===== config.mk =====
export PLATFORM = sky130hd
export DESIGN_NAME = adc_sweep_seq
export DESIGN_NICKNAME = d
export VERILOG_FILES = /design/src/rtl/adcseq_pkg.sv /design/src/rtl/adcseq_clkdiv.sv /design/src/rtl/adcseq_conv.sv /design/src/rtl/adcseq_shift.sv /design/src/rtl/adc_sweep_seq.sv
export SDC_FILE = /design/constraint.sdc
export NUM_CORES = 1
export LEC_CHECK = 0
export BUFFER_PORTS_ARGS = -buffer_cell sky130_fd_sc_hd__buf_4
export CELL_PAD_IN_SITES_DETAIL_PLACEMENT = 1
export CELL_PAD_IN_SITES_GLOBAL_PLACEMENT = 1
export CORE_ASPECT_RATIO = 1.1
export CORE_UTILIZATION = 42
export DETAILED_ROUTE_END_ITERATION = 10
export GPL_TIMING_DRIVEN = 1
export PLACE_DENSITY_LB_ADDON = 0.1
export SLEW_MARGIN = 15
export SYNTH_ARGS = -nofsm -noshare
export SYNTH_HDL_FRONTEND = slang
export SYNTH_SLANG_ARGS = --single-unit

===== constraint.sdc =====
create_clock -name clk -period 2.18 [get_ports clk]
set_input_delay 0.436 -clock clk [delete_from_list [all_inputs] [get_ports clk]]
set_output_delay 0.436 -clock clk [all_outputs]
set_load 0.01 [all_outputs]

===== src/rtl/adcseq_pkg.sv =====
package adcseq_pkg;

    typedef enum logic [1:0] {
        CV_IDLE,
        CV_RUN,
        CV_HOLD
    } cv_state_e;

    localparam int unsigned MIN_SETTLE = 2;

    function automatic int unsigned period_bits(input int unsigned div);
        return (div <= 2) ? 1 : $clog2(div);
    endfunction

endpackage


===== src/rtl/adcseq_clkdiv.sv =====
module adcseq_clkdiv import adcseq_pkg::*; #(
    parameter int CLK_DIV = 4
) (
    input  logic clk,
    input  logic rst,
    output logic tick,
    output logic sclk
);
    localparam int PW = period_bits(CLK_DIV);

    logic [PW-1:0] phase;

    always_ff @(posedge clk) begin
        if (rst) begin
            phase <= '0;
        end else if (phase == PW'(CLK_DIV - 1)) begin
            phase <= '0;
        end else begin
            phase <= phase + PW'(1);
        end
    end

    // last board cycle of an ADC period; sclk high in the first half
    assign tick = (phase == PW'(CLK_DIV - 1));
    assign sclk = (phase < PW'(CLK_DIV / 2));
endmodule


===== src/rtl/adcseq_conv.sv =====
module adcseq_conv import adcseq_pkg::*; #(
    parameter int SET_W = 8
) (
    input  logic             clk,
    input  logic             rst,
    input  logic             tick,
    input  logic             launch,
    input  logic             ack,
    input  logic [SET_W-1:0] wait_ticks,
    output logic             ready,
    output logic             cnv
);
    cv_state_e        state;
    logic [SET_W-1:0] remain;

    // result available on this period boundary, or held from an earlier one
    assign ready = ((state == CV_RUN) && (remain == SET_W'(1))) || (state == CV_HOLD);

    always_ff @(posedge clk) begin
        if (rst) begin
            state  <= CV_IDLE;
            remain <= '0;
            cnv    <= 1'b0;
        end else if (tick) begin
            if (launch) begin
                state  <= CV_RUN;
                remain <= wait_ticks;
                cnv    <= 1'b1;
            end else begin
                cnv <= 1'b0;
                case (state)
                    CV_RUN: begin
                        if (remain == SET_W'(1)) begin
                            state <= ack ? CV_IDLE : CV_HOLD;
                        end else begin
                            remain <= remain - SET_W'(1);
                        end
                    end
                    CV_HOLD: begin
                        if (ack) state <= CV_IDLE;
                    end
                    default: state <= CV_IDLE;
                endcase
            end
        end
    end
endmodule


===== src/rtl/adcseq_shift.sv =====
module adcseq_shift #(
    parameter int DATA_W = 16,
    parameter int CH_W   = 5
) (
    input  logic              clk,
    input  logic              rst,
    input  logic              tick,
    input  logic              launch,
    input  logic [CH_W-1:0]   chan_in,
    input  logic              sdo,
    output logic              csn,
    output logic              free,
    output logic              fin,
    output logic [CH_W-1:0]   cur_chan,
    output logic              word_valid,
    output logic [DATA_W-1:0] word_data,
    output logic [CH_W-1:0]   word_chan
);
    localparam int CW = $clog2(DATA_W + 1);

    logic              active;
    logic [CW-1:0]     left;
    logic [DATA_W-1:0] sreg;

    assign fin  = active && tick && (left == CW'(1));
    assign free = !active || fin;

    always_ff @(posedge clk) begin
        if (rst) begin
            active     <= 1'b0;
            left       <= '0;
            sreg       <= '0;
            csn        <= 1'b1;
            cur_chan   <= '0;
            word_valid <= 1'b0;
            word_data  <= '0;
            word_chan  <= '0;
        end else begin
            word_valid <= 1'b0;
            if (tick) begin
                if (active) begin
                    sreg <= {sreg[DATA_W-2:0], sdo};
                    left <= left - CW'(1);
                end
                if (fin) begin
                    word_valid <= 1'b1;
                    word_data  <= {sreg[DATA_W-2:0], sdo};
                    word_chan  <= cur_chan;
                    active     <= 1'b0;
                    csn        <= 1'b1;
                end
                if (launch) begin
                    active   <= 1'b1;
                    left     <= CW'(DATA_W);
                    cur_chan <= chan_in;
                    csn      <= 1'b0;
                end
            end
        end
    end
endmodule


===== src/rtl/adc_sweep_seq.sv =====
module adc_sweep_seq import adcseq_pkg::*; #(
    parameter int N_CH    = 18,
    parameter int DATA_W  = 16,
    parameter int SET_W   = 8,
    parameter int CLK_DIV = 4,
    parameter int CH_W    = $clog2(N_CH)
) (
    input  logic              clk,
    input  logic              rst,
    input  logic              start,
    input  logic              overlap_en,
    input  logic [SET_W-1:0]  settle_ticks,
    output logic              adc_sclk,
    output logic              adc_cnv,
    output logic              adc_csn,
    input  logic              adc_sdo,
    output logic [CH_W-1:0]   mux_sel,
    output logic              out_valid,
    output logic [DATA_W-1:0] out_data,
    output logic [CH_W-1:0]   out_chan,
    output logic              sweep_done
);
    localparam logic [CH_W-1:0]  LAST_CH   = CH_W'(N_CH - 1);
    localparam logic [SET_W-1:0] SETTLE_LO = SET_W'(MIN_SETTLE);

    logic             tick;
    logic             armed, running, ov_mode;
    logic [SET_W-1:0] wait_q, settle_eff;
    logic [CH_W-1:0]  conv_ch, shift_ch;
    logic             conv_ready, shift_free, shift_fin;
    logic             accept, first_go, shift_go, conv_next, conv_go, sweep_end;

    adcseq_clkdiv #(.CLK_DIV(CLK_DIV)) u_div (
        .clk  (clk),
        .rst  (rst),
        .tick (tick),
        .sclk (adc_sclk)
    );

    assign settle_eff = (settle_ticks < SETTLE_LO) ? SETTLE_LO : settle_ticks;
    assign accept     = start && !armed && !running;
    assign first_go   = tick && armed;
    assign shift_go   = tick && running && conv_ready && shift_free;
    assign conv_next  = running && (ov_mode ? (shift_go && (conv_ch != LAST_CH))
                                            : (shift_fin && (shift_ch != LAST_CH)));
    assign conv_go    = first_go || conv_next;
    assign sweep_end  = shift_fin && (shift_ch == LAST_CH);

    adcseq_conv #(.SET_W(SET_W)) u_conv (
        .clk        (clk),
        .rst        (rst),
        .tick       (tick),
        .launch     (conv_go),
        .ack        (shift_go),
        .wait_ticks (wait_q),
        .ready      (conv_ready),
        .cnv        (adc_cnv)
    );

    adcseq_shift #(.DATA_W(DATA_W), .CH_W(CH_W)) u_shift (
        .clk        (clk),
        .rst        (rst),
        .tick       (tick),
        .launch     (shift_go),
        .chan_in    (conv_ch),
        .sdo        (adc_sdo),
        .csn        (adc_csn),
        .free       (shift_free),
        .fin        (shift_fin),
        .cur_chan   (shift_ch),
        .word_valid (out_valid),
        .word_data  (out_data),
        .word_chan  (out_chan)
    );

    always_ff @(posedge clk) begin
        if (rst) begin
            armed      <= 1'b0;
            running    <= 1'b0;
            ov_mode    <= 1'b0;
            wait_q     <= SETTLE_LO;
            conv_ch    <= '0;
            sweep_done <= 1'b0;
        end else begin
            sweep_done <= sweep_end;
            if (accept) begin
                armed   <= 1'b1;
                ov_mode <= overlap_en;
                wait_q  <= settle_eff;
            end
            if (first_go) begin
                armed   <= 1'b0;
                running <= 1'b1;
                conv_ch <= '0;
            end else if (conv_next) begin
                conv_ch <= conv_ch + CH_W'(1);
            end
            if (sweep_end) running <= 1'b0;
        end
    end

    assign mux_sel = conv_ch;
endmodule


After elaboration in Yosys (flattened, before gate mapping)
Cells that the tools add are included.
{"block": "classes", "addsub": 4, "n_eq_ne": 11, "n_lt_le_gt_ge": 2, "muxes": 18, "bitwise_logic": 1, "reduce_logical": 33}
{"op": "8-bit 2-to-1 mux", "count": 4}
{"op": "1-bit logical AND", "count": 13}
{"op": "5-bit 2-to-1 mux", "count": 2}
{"op": "5-bit inequality test (second input constant)", "count": 2}
{"op": "2-bit AND reduction", "count": 5}
{"op": "8-bit by 1-bit == test with 1-bit output (second input constant)", "count": 1}
{"op": "8-bit by 2-bit < comparator with 1-bit output (second input constant)", "count": 1}
{"op": "2-bit 2-to-1 mux", "count": 4}
{"op": "2-bit OR reduction", "count": 4}
{"op": "8-bit by 1-bit subtractor with 8-bit output (second input constant)", "count": 1}
{"op": "1-bit 2-to-1 mux", "count": 7}
{"op": "3-bit inequality test (second input constant)", "count": 2}
{"op": "3-bit AND reduction", "count": 2}
{"op": "2-bit nonzero test", "count": 3}
{"op": "5-bit by 1-bit adder with 5-bit output (second input constant)", "count": 1}
{"op": "5-bit by 1-bit == test with 1-bit output (second input constant)", "count": 1}
{"op": "5-bit == test (second input constant)", "count": 1}
{"op": "5-bit by 1-bit subtractor with 5-bit output (second input constant)", "count": 1}
{"op": "2-bit == test (second input constant)", "count": 2}
{"op": "2-bit case mux with 2 select lines", "count": 1}
{"op": "1-bit zero test", "count": 3}
{"op": "1-bit logical OR", "count": 3}
{"op": "2-bit by 1-bit adder with 2-bit output (second input constant)", "count": 1}
{"op": "2-bit by 1-bit == test with 1-bit output (second input constant)", "count": 1}
{"op": "other kinds (3)", "count": 3}
{"block": "totals", "output_inout_bits": 31, "register_bits": 79, "in_bits": 13, "word_cells": 87}

Depth between registers and ports, before layout
Gate-level depths: netlist of run 1.
{"block": "depth", "word_depth": 11, "ltp_mapped": 8, "ltp_nobuf": 7}

Modules after synthesis
A second synthesis of run 1 with hierarchy kept.
{"block": "hier_totals", "hier_cells": 404, "area_unflattened_um2": 3636.0}
{"mod": "adcseq_shift", "seq_area_each_um2": 980.9, "instances": 1, "area_per_inst_um2": 1995.7, "cells_each": 218}
{"mod": "adc_sweep_seq", "seq_area_each_um2": 340.3, "instances": 1, "area_per_inst_um2": 794.5, "cells_each": 83}
{"mod": "adcseq_conv", "seq_area_each_um2": 220.2, "instances": 1, "area_per_inst_um2": 767.0, "cells_each": 97}
{"mod": "adcseq_clkdiv", "seq_area_each_um2": 40.0, "instances": 1, "area_per_inst_um2": 78.8, "cells_each": 6}

Worst setup path before layout of run 1
OpenSTA, ideal clock, no wires.
{"block": "synth_path", "path_kind": "reg-to-reg", "startpoint": "reg u_shift.left[0]", "endpoint": "reg u_conv.remain[1]", "path_stages_with_launch": 7, "arrival_ps": 1946, "n_path_buf": 0, "period_less_slack_ps": 2016, "t_required_ps": 2110, "setup_ps": 70, "path_slack_ps": 164, "cell_sequence": "dfxtp_1 > ha_1 > or4b_4 > nor2_4 > a311oi_4 > or4b_1 > a21oi_1"}
{"block": "synth_via", "elab_chain_cells": 10, "word_cells_on_any_way": 13, "classes_between": "eq/ne: 2; mux: 2; reduce/logical: 9"}
{"item": "from (decl)", "line_no": "adcseq_shift.sv:22", "rtl": "logic [CW-1:0] left;"}
{"item": "from (signal assigned)", "line_no": "adcseq_shift.sv:43", "rtl": "left <= left - CW'(1);"}
{"item": "from (signal assigned)", "line_no": "adcseq_shift.sv:54", "rtl": "left <= CW'(DATA_W);"}
{"item": "5-bit by 1-bit == test with 1-bit output (*)", "line_no": "adcseq_shift.sv:25", "rtl": "assign fin = active && tick && (left == CW'(1));"}
{"item": "1-bit logical AND (*)", "line_no": "adcseq_shift.sv:25"}
{"item": "1-bit logical OR", "line_no": "adcseq_shift.sv:26", "rtl": "assign free = !active || fin;"}
{"item": "1-bit logical AND", "line_no": "adc_sweep_seq.sv:43", "rtl": "assign shift_go = tick && running && conv_ready && shift_free;"}
{"item": "1-bit logical AND", "line_no": "adc_sweep_seq.sv:44", "rtl": "assign conv_next = running && (ov_mode ? (shift_go && (conv_ch != LAST_CH))"}
{"item": "1-bit 2-to-1 mux (*)", "line_no": "adc_sweep_seq.sv:44"}
{"item": "1-bit logical AND (*)", "line_no": "adc_sweep_seq.sv:44"}
{"item": "1-bit logical OR (*)", "line_no": "adc_sweep_seq.sv:46", "rtl": "assign conv_go = first_go || conv_next;"}
{"item": "2-bit inequality test (no source line) / 2-bit nonzero test (equally long branches)"}
{"item": "3-bit AND reduction (no source line)"}
{"item": "to (signal assigned)", "line_no": "adcseq_conv.sv:27", "rtl": "remain <= wait_ticks;"}
{"item": "to (signal assigned)", "line_no": "adcseq_conv.sv:36", "rtl": "remain <= remain - SET_W'(1);"}
{"item": "to (decl)", "line_no": "adcseq_conv.sv:14", "rtl": "logic [SET_W-1:0] remain;"}
Mark *: on every way between the ends. The rest lies on a longest branch, timed or not.
A chain may end at the register's enable or synchronous reset.

Final worst setup path of run 1
{"block": "layout_path", "startpoint": "reg u_shift.left[1]", "endpoint": "reg u_conv.remain[6]"}
Same word-level chain as after synthesis.

==> results of run 1 <==
-- flip-flops by register name (all words and copies together), names as in the netlist, 2 cells and up --
signal / cells
u_shift.word_data: 16
u_shift.sreg: 15
u_conv.remain: 8
wait_q: 8
mux_sel: 5
u_shift.cur_chan: 5
u_shift.left: 5
u_shift.word_chan: 5
u_conv.state: 2
u_div.phase: 2
-- worst paths after layout --
| kind | startpoint | to | slack [ns] | cells after the start |
|---|---|---|---|---|
| worst max-delay path | u_shift.left[1] | u_conv.remain[6] | 0.07 | 8 |
| worst min register to register | u_div.phase[0] | u_div.phase[0] | 0.45 | 1 |
| worst min-delay path | settle_ticks[1] | wait_q[1] | 0.33 | 3 |
| worst max register to register | u_shift.left[1] | u_conv.remain[6] | 0.07 | 8 |
-- cell usage after synthesis (all sizes together) (2+ instances only) --
| cell | number |
|---|---|
| nor4 | 11 |
| or4b | 2 |
| o21ai | 12 |
| o21a | 2 |
| or4 | 3 |
| nand3 | 5 |
| a21oi | 58 |
| dfxtp | 79 |
| nor3 | 7 |
| nor2 | 11 |
| xor2 | 2 |
| and2 | 4 |
| and3 | 4 |
| or3 | 7 |
| mux2i | 4 |
| a211oi | 8 |
| a2111oi | 2 |
| clkbuf | 17 |
| buf | 4 |
| nor4b | 2 |
| ha | 7 |
| xnor2 | 8 |
| a21boi | 2 |
| inv | 13 |
| nand2 | 106 |
-- layout make-up --
class | count | area [um^2]
fillers | 920 | 3370
repair buffers | 61 | 462
well taps | 105 | 131
clock buffers | 9 | 124
clock inverters | 7 | 78.8
multi-input cells | 286 | 1760
flip-flops and latches | 79 | 1580
inverters | 13 | 48.8
-- power by group through the flow --
stage          combinational, uW  clock, uW  sequential [uW]
3_3_place_gp                 146          0             1520
6_report                     160       1120             1490
2_1_floorplan               94.2          0             1510
4_1_cts                      154       1140             1490
5_1_grt                      178       1200             1490
3_5_place_dp                 150          0             1520
-- critical path, stage by stage, from the launching register on --
cell and delay (ns):
dfxtp_1 0.35, inv_2 0.07, ha_2 0.17, or4b_4 0.50
nor2_4 0.20, a311oi_4 0.12, buf_4 0.20, nor4_2 0.29
a211oi_2 0.08
-- cell families after synthesis --
group,after synthesis,share of synthesized area
and+or+nand+nor,168,0.241
AOI/OAI and AO/OA,97,0.181
DFF,79,0.474
buffers and inverters,34,0.0387
xor gates and xnor gates,10,0.0263
adders and majority gates,7,0.0263
muxes,4,0.0120
-- routing by layer --
| layer | up-vias | wire [um] | global-route usage |
|---|---|---|---|
| li1 | 1486 | - | - |
| met1 | 1417 | 4120 | 0.282 |
| met2 | 45 | 4080 | 0.360 |
| met3 | 11 | 214 | 0.0355 |
| met4 | 0 | 121 | 0.0833 |
| met5 | - | 0 | 0 |
-- cells in the final DEF, fill, tap and decap left out, types with 5 or more instances in the layout --
master / netlist / layout
a211oi_2: 0 / 5
or3_1: 7 / 7
nor2_1: 10 / 10
buf_4: 0 / 60
nand2_1: 106 / 106
nand3_1: 5 / 5
dfxtp_1: 79 / 78
nor3_1: 7 / 5
xnor2_1: 8 / 8
ha_1: 7 / 6
inv_1: 13 / 12
nor4_1: 10 / 6
a21oi_1: 58 / 57
o21ai_0: 9 / 9
clkbuf_8: 0 / 9
-- metrics by stage --
step | total power [uW] | std cells | hold slack, ns | setup WS, ns
finish | 2770 | 560 | 0.326 | 0.0704
global route | 2870 | 560 | 0.327 | -0.0299
CTS | 2780 | 560 | 0.313 | 0.00701
detailed placement | 1670 | 544 | 0.438 | -0.0201
global placement | 1670 | 544 | 0.413 | 0.132
floorplan | 1610 | 399 | 0.404 | 0.164
-- timing repair --
item	4_1_cts	5_1_grt
pin swaps	0	2
gates resized for setup	3	22
setup endpoints to repair	7	18
==> impl_metrics.yaml, run 1 <==
timing:
  fin_crit_ns: 2.11
  period_share: 0.968
  grt_setup_unrepaired: "yes"
  worst_pin_slew_ns: 0.573
  hold_viol: 0
  finalSetupTns_ns: 0
  final-max-slew-violation-count: 0
  max_slew_margin: 0.616
  skew_ns: 0.0113
  report.final.setup_viol: 0
  fmax_mhz: 474
detailed_routing:
  drt_wl_total_mm: 8.53
  drc_errors: 0
  wl_per_cell_um: 15.2
  first_pass_iters: 4
  drt_iter0_markers: 92
  vias_per_cell: 5.28
  ant_nets: 0
  vias: 2959
global_route:
  overflow: 0
  grt_pass1_vias: 2876
  grt_use_total: 0.217
  grt_max_degree: 49
  grt_pass1_wl_mm: 13.8
  antenna_found_initial: 0
run_status:
  status: "finished, final reports clean"
synthesis:
  synth_top_cell_area_share: 0.474
  synth_top_cell_by_area: "dfxtp_1"
  ys_ff_latch: 79
  synthCells: 399
  synth_area_leaders: "dfxtp_1 (47%), nand2_1 (12%), a21oi_1 (8.7%)"
  async_flop_share: 0
  avgSynthCellArea_um2: 8.35
  synth_nets: 419
  yosysSeqAreaShare: 0.474
  synth_enable_flop_cells: 0
  yosys_warnings: 0
  ys.flop_type: "dfxtp_1"
  synth_area_mm2: 0.00333
  yosysUniqueCellTypes: 50
power:
  seq_power_share: 0.538
  p_leak_uw: 0.00155
  swShare: 0.252
  comb_power_share: 0.058
  p_clk_frac: 0.404
  switching_power_uw: 699
  peakVddDrop_uv: 328
  power_density_mw_per_mm2: 663
  power.internal_uw: 2070
place:
  hpwl_mm: 5.90
  routabilityCongestion: 0.847
  placed_cell_area_mm2: 0.00384
  portBuffers: 43
flow_run:
  cap_violations: 0
hold_path:
  hold_class: "input port to flop"
clock_network:
  cts_tree: "built"
  root_buffer: "clkbuf_8"
  cts_buffers: 9
  cts_setup_buffers: 0
  cts.sinks: 79
  worst_skew_pair.late_latency_ns: 0.35
  cts_hold_buf: 0
  clockBufferDepth: 2
  clk_pin_slew_ns: 0.08
  ctsHtreeMaxLevel: 3
die:
  die-area_mm2: 0.00830
  initial_core_util: 0.441
  pin_count: 44
  num_rows: 33
  die_h_um: 95.4
  fp.dieW_um: 86.9
  core_mm2: 0.00756
final_layout:
  area_growth_pct: 25.5
  drive_gt1_frac: 0.233
  n_antenna_cell: 0
  fin_nets: 470
  utilization: 0.554
  final_cell_area_mm2: 0.00418
worst_setup_path:
  arrival_ns: 2.33
  path_max_fanout: 7
  cp.required_ns: 2.40
  startpoint_type: "flop"
  end_kind: "flop"
  crit_type: "flop to flop"
No activity file was read; power rests on OpenSTA's default activity.
==> run 2, diff against run 1 <==
ABC_AREA = 1   (was default)
==> run 2 against run 1 <==
Effect of this change:
- sequential share of layout area grew 1.9 points
- via count is 1.4% lower
- register-to-register slack improved by 0.16 ns
- sequential cell count did not move
- power decreased by 1.9%
- die area up 1.3%
==> impl_metrics.yaml, run 2 <==
run_status:
  status: "finished, final reports clean"
clock_network:
  clockBufferDepth: 2
  root_buffer: "clkbuf_8"
  cts_tree: "built"
  cts_buffers: 9
  worst_skew_pair.late_latency_ns: 0.36
  ctsHtreeMaxLevel: 3
  cts.sinks: 79
  cts_setup_buffers: 0
  clk_pin_slew_ns: 0.09
  cts_hold_buf: 0
worst_setup_path:
  r2r_start: "u_shift.left[1]"
  crit_end: "u_conv.remain[1]"
  reg2regPathDepth: 13
  end_kind: "flop"
  startpoint_type: "flop"
  cp.required_ns: 2.47
  arrival_ns: 2.24
  reg2reg_slack_ns: 0.23
  crit_type: "flop to flop"
  worstSetupStartpoint: "u_shift.left[1]"
  rr_endpoint: "u_conv.remain[1]"
  path_max_fanout: 19
power:
  p_leak_uw: 0.00171
  peakVddDrop_uv: 314
  power_density_mw_per_mm2: 684
synthesis:
  synth_enable_flop_cells: 0
  synth_top_cell_by_area: "dfxtp_1"
  synth_commonest_cells: "nor2_1 (98), dfxtp_1 (79), o21ai_0 (58)"
  synth.most_common_cell: "nor2_1"
  synthCells: 444
  synth_nets: 464
  avgSynthCellArea_um2: 7.61
  yosys_warnings: 0
  synth_top_cell_area_share: 0.468
  async_flop_share: 0
  ys_ff_latch: 79
  synth_area_leaders: "dfxtp_1 (47%), nor2_1 (11%), o21ai_0 (8.6%)"
  yosysUniqueCellTypes: 35
  synth_area_mm2: 0.00338
  ys.flop_type: "dfxtp_1"
  yosysSeqAreaShare: 0.468
die:
  num_rows: 33
  core_mm2: 0.00764
  die-area_mm2: 0.00841
  pin_count: 44
  die_h_um: 96.1
  initial_core_util: 0.442
  fp.dieW_um: 87.5
timing:
  max_slew_margin: 0.648
  fin_crit_ns: 1.95
  skew_ns: 0.0150
  worst_pin_slew_ns: 0.527
  fmax_mhz: 513
  finalSetupTns_ns: 0
  grt_setup_unrepaired: "no"
  final-max-slew-violation-count: 0
  hold_viol: 0
  report.final.setup_viol: 0
  period_share: 0.895
detailed_routing:
  drt_iter0_markers: 90
  wl_per_cell_um: 13.0
  first_pass_iters: 4
  drt_wl_total_mm: 7.76
  ant_nets: 0
  vias: 2919
  wl_met3_um: 179
  top_layer: "met4"
  vias_per_cell: 4.90
  met1_length_mm: 3.70
  dr_wl_met2_mm: 3.74
  drc_errors: 0
final_layout:
  drive_gt1_frac: 0.179
  regMostFlops: "u_shift.word_data"
  n_antenna_cell: 0
  area_growth_pct: 17.7
  largestRegisters: "u_shift.word_data (16), u_shift.sreg (15)"
  fin_nets: 506
  layout_common_cells: "nor2_1 (98), dfxtp_1 (79), o21ai_0 (58)"
  largest_register_ffs: 16
  final_cell_area_mm2: 0.00398
  final_common_cell: "nor2_1"
global_route:
  overflow: 0
  grt_use_total: 0.200
  grt_pass1_vias: 2815
  grt_pass1_wl_mm: 13.0
  grt_max_degree: 64
  antenna_found_initial: 0
place:
  hpwl_mm: 5.49
  portBuffers: 43
  placed_cell_area_mm2: 0.00379
  routabilityCongestion: 0.809
flow_run:
  cap_violations: 0
hold_path:
  hold_class: "input port to flop"
  hold-path-cell-count: 3
[run 2: cell types whose count changed after synthesis, moves of 5 or more]
cell      delta
nand3_1     +12
xor2_1       +5
o21ai_0     +49
nor4_1      -10
nand2_1     -58
a21oi_1     -36
nor2_1      +88
inv_1       +30
clkbuf_1     -6
a211oi_1     -7
xnor2_1      -7
nand4_1      +6
or3_1        -7
[run 2: worst min-delay path by stage]
stage | slack, ns | endpoint | from
CTS | 0.33 | wait_q[0] | settle_ticks[0]
detailed placement | 0.43 | u_div.phase[0] | u_div.phase[0]
global placement | 0.41 | u_div.phase[0] | u_div.phase[0]
global route | 0.34 | wait_q[0] | settle_ticks[0]
finish | 0.33 | wait_q[2] | settle_ticks[2]
floorplan | 0.40 | u_div.phase[0] | u_div.phase[0]
[run 2: power by group]
| part | leakage [uW] | switching [uW] | internal (uW) |
|---|---|---|---|
| logic | 0.000989 | 133 | 90.4 |
| registers | 0.000639 | 17.3 | 1470 |
| clock network | 0.0000785 | 587 | 422 |
[run 2: per-stage QoR]
| step | power (uW) | cells | setup WS [ns] | hold WS [ns] | utilization |
|---|---|---|---|---|---|
| floorplan | 1680 | 444 | 0.504 | 0.404 | - |
| global placement | 1740 | 580 | 0.282 | 0.411 | 0.497 |
| detailed placement | 1750 | 580 | 0.182 | 0.428 | 0.497 |
| CTS | 2750 | 596 | 0.160 | 0.326 | 0.520 |
| global route | 2850 | 596 | 0.0538 | 0.340 | 0.521 |
| finish | 2720 | 596 | 0.229 | 0.334 | 0.521 |
[run 2: metal layers]
layer | vias to the layer above | GRT usage
li1 | 1509 | -
met3 | 11 | 0.0309
met4 | 0 | 0.0779
met5 | - | 0
met1 | 1357 | 0.242
met2 | 42 | 0.355
[run 2: kinds of logic (layout without fill, tap and decap cells)]
logic type / after synthesis / count (layout) / share of synthesized area
and+or+nand+nor: 193 / 193 / 0.257
AOI/OAI and AO/OA: 91 / 91 / 0.145
DFF: 79 / 79 / 0.468
buffers and inverters: 66 / 113 / 0.0833
xor gates and xnor gates: 8 / 8 / 0.0207
adders and majority gates: 7 / 7 / 0.0259
[run 2: worst max-delay path, stage by stage (launching register included)]
cell and delay, ns:
dfxtp_1 0.36, inv_1 0.07, ha_1 0.18, inv_1 0.11
nor2_4 0.06, nand2_4 0.08, nand2_1 0.09, nand4_1 0.12
nand2_2 0.07, nand2_4 0.20, nand3_4 0.22, inv_1 0.16
nor2_1 0.06, nor2_1 0.10
[run 2: repair_timing]
item / CTS / global route
setup endpoints to repair: 0 / 3
resized for setup: 0 / 1
hold endpoints to repair: 0 / 0
[run 2: layout make-up]
cell class | count | area, um^2
clock inverter | 7 | 56.3
multi-input combinational | 299 | 1520
sequential | 79 | 1580
clock buffer | 9 | 124
inverter | 47 | 179
timing repair buffer | 50 | 388
fill | 988 | 3660
tap | 105 | 131
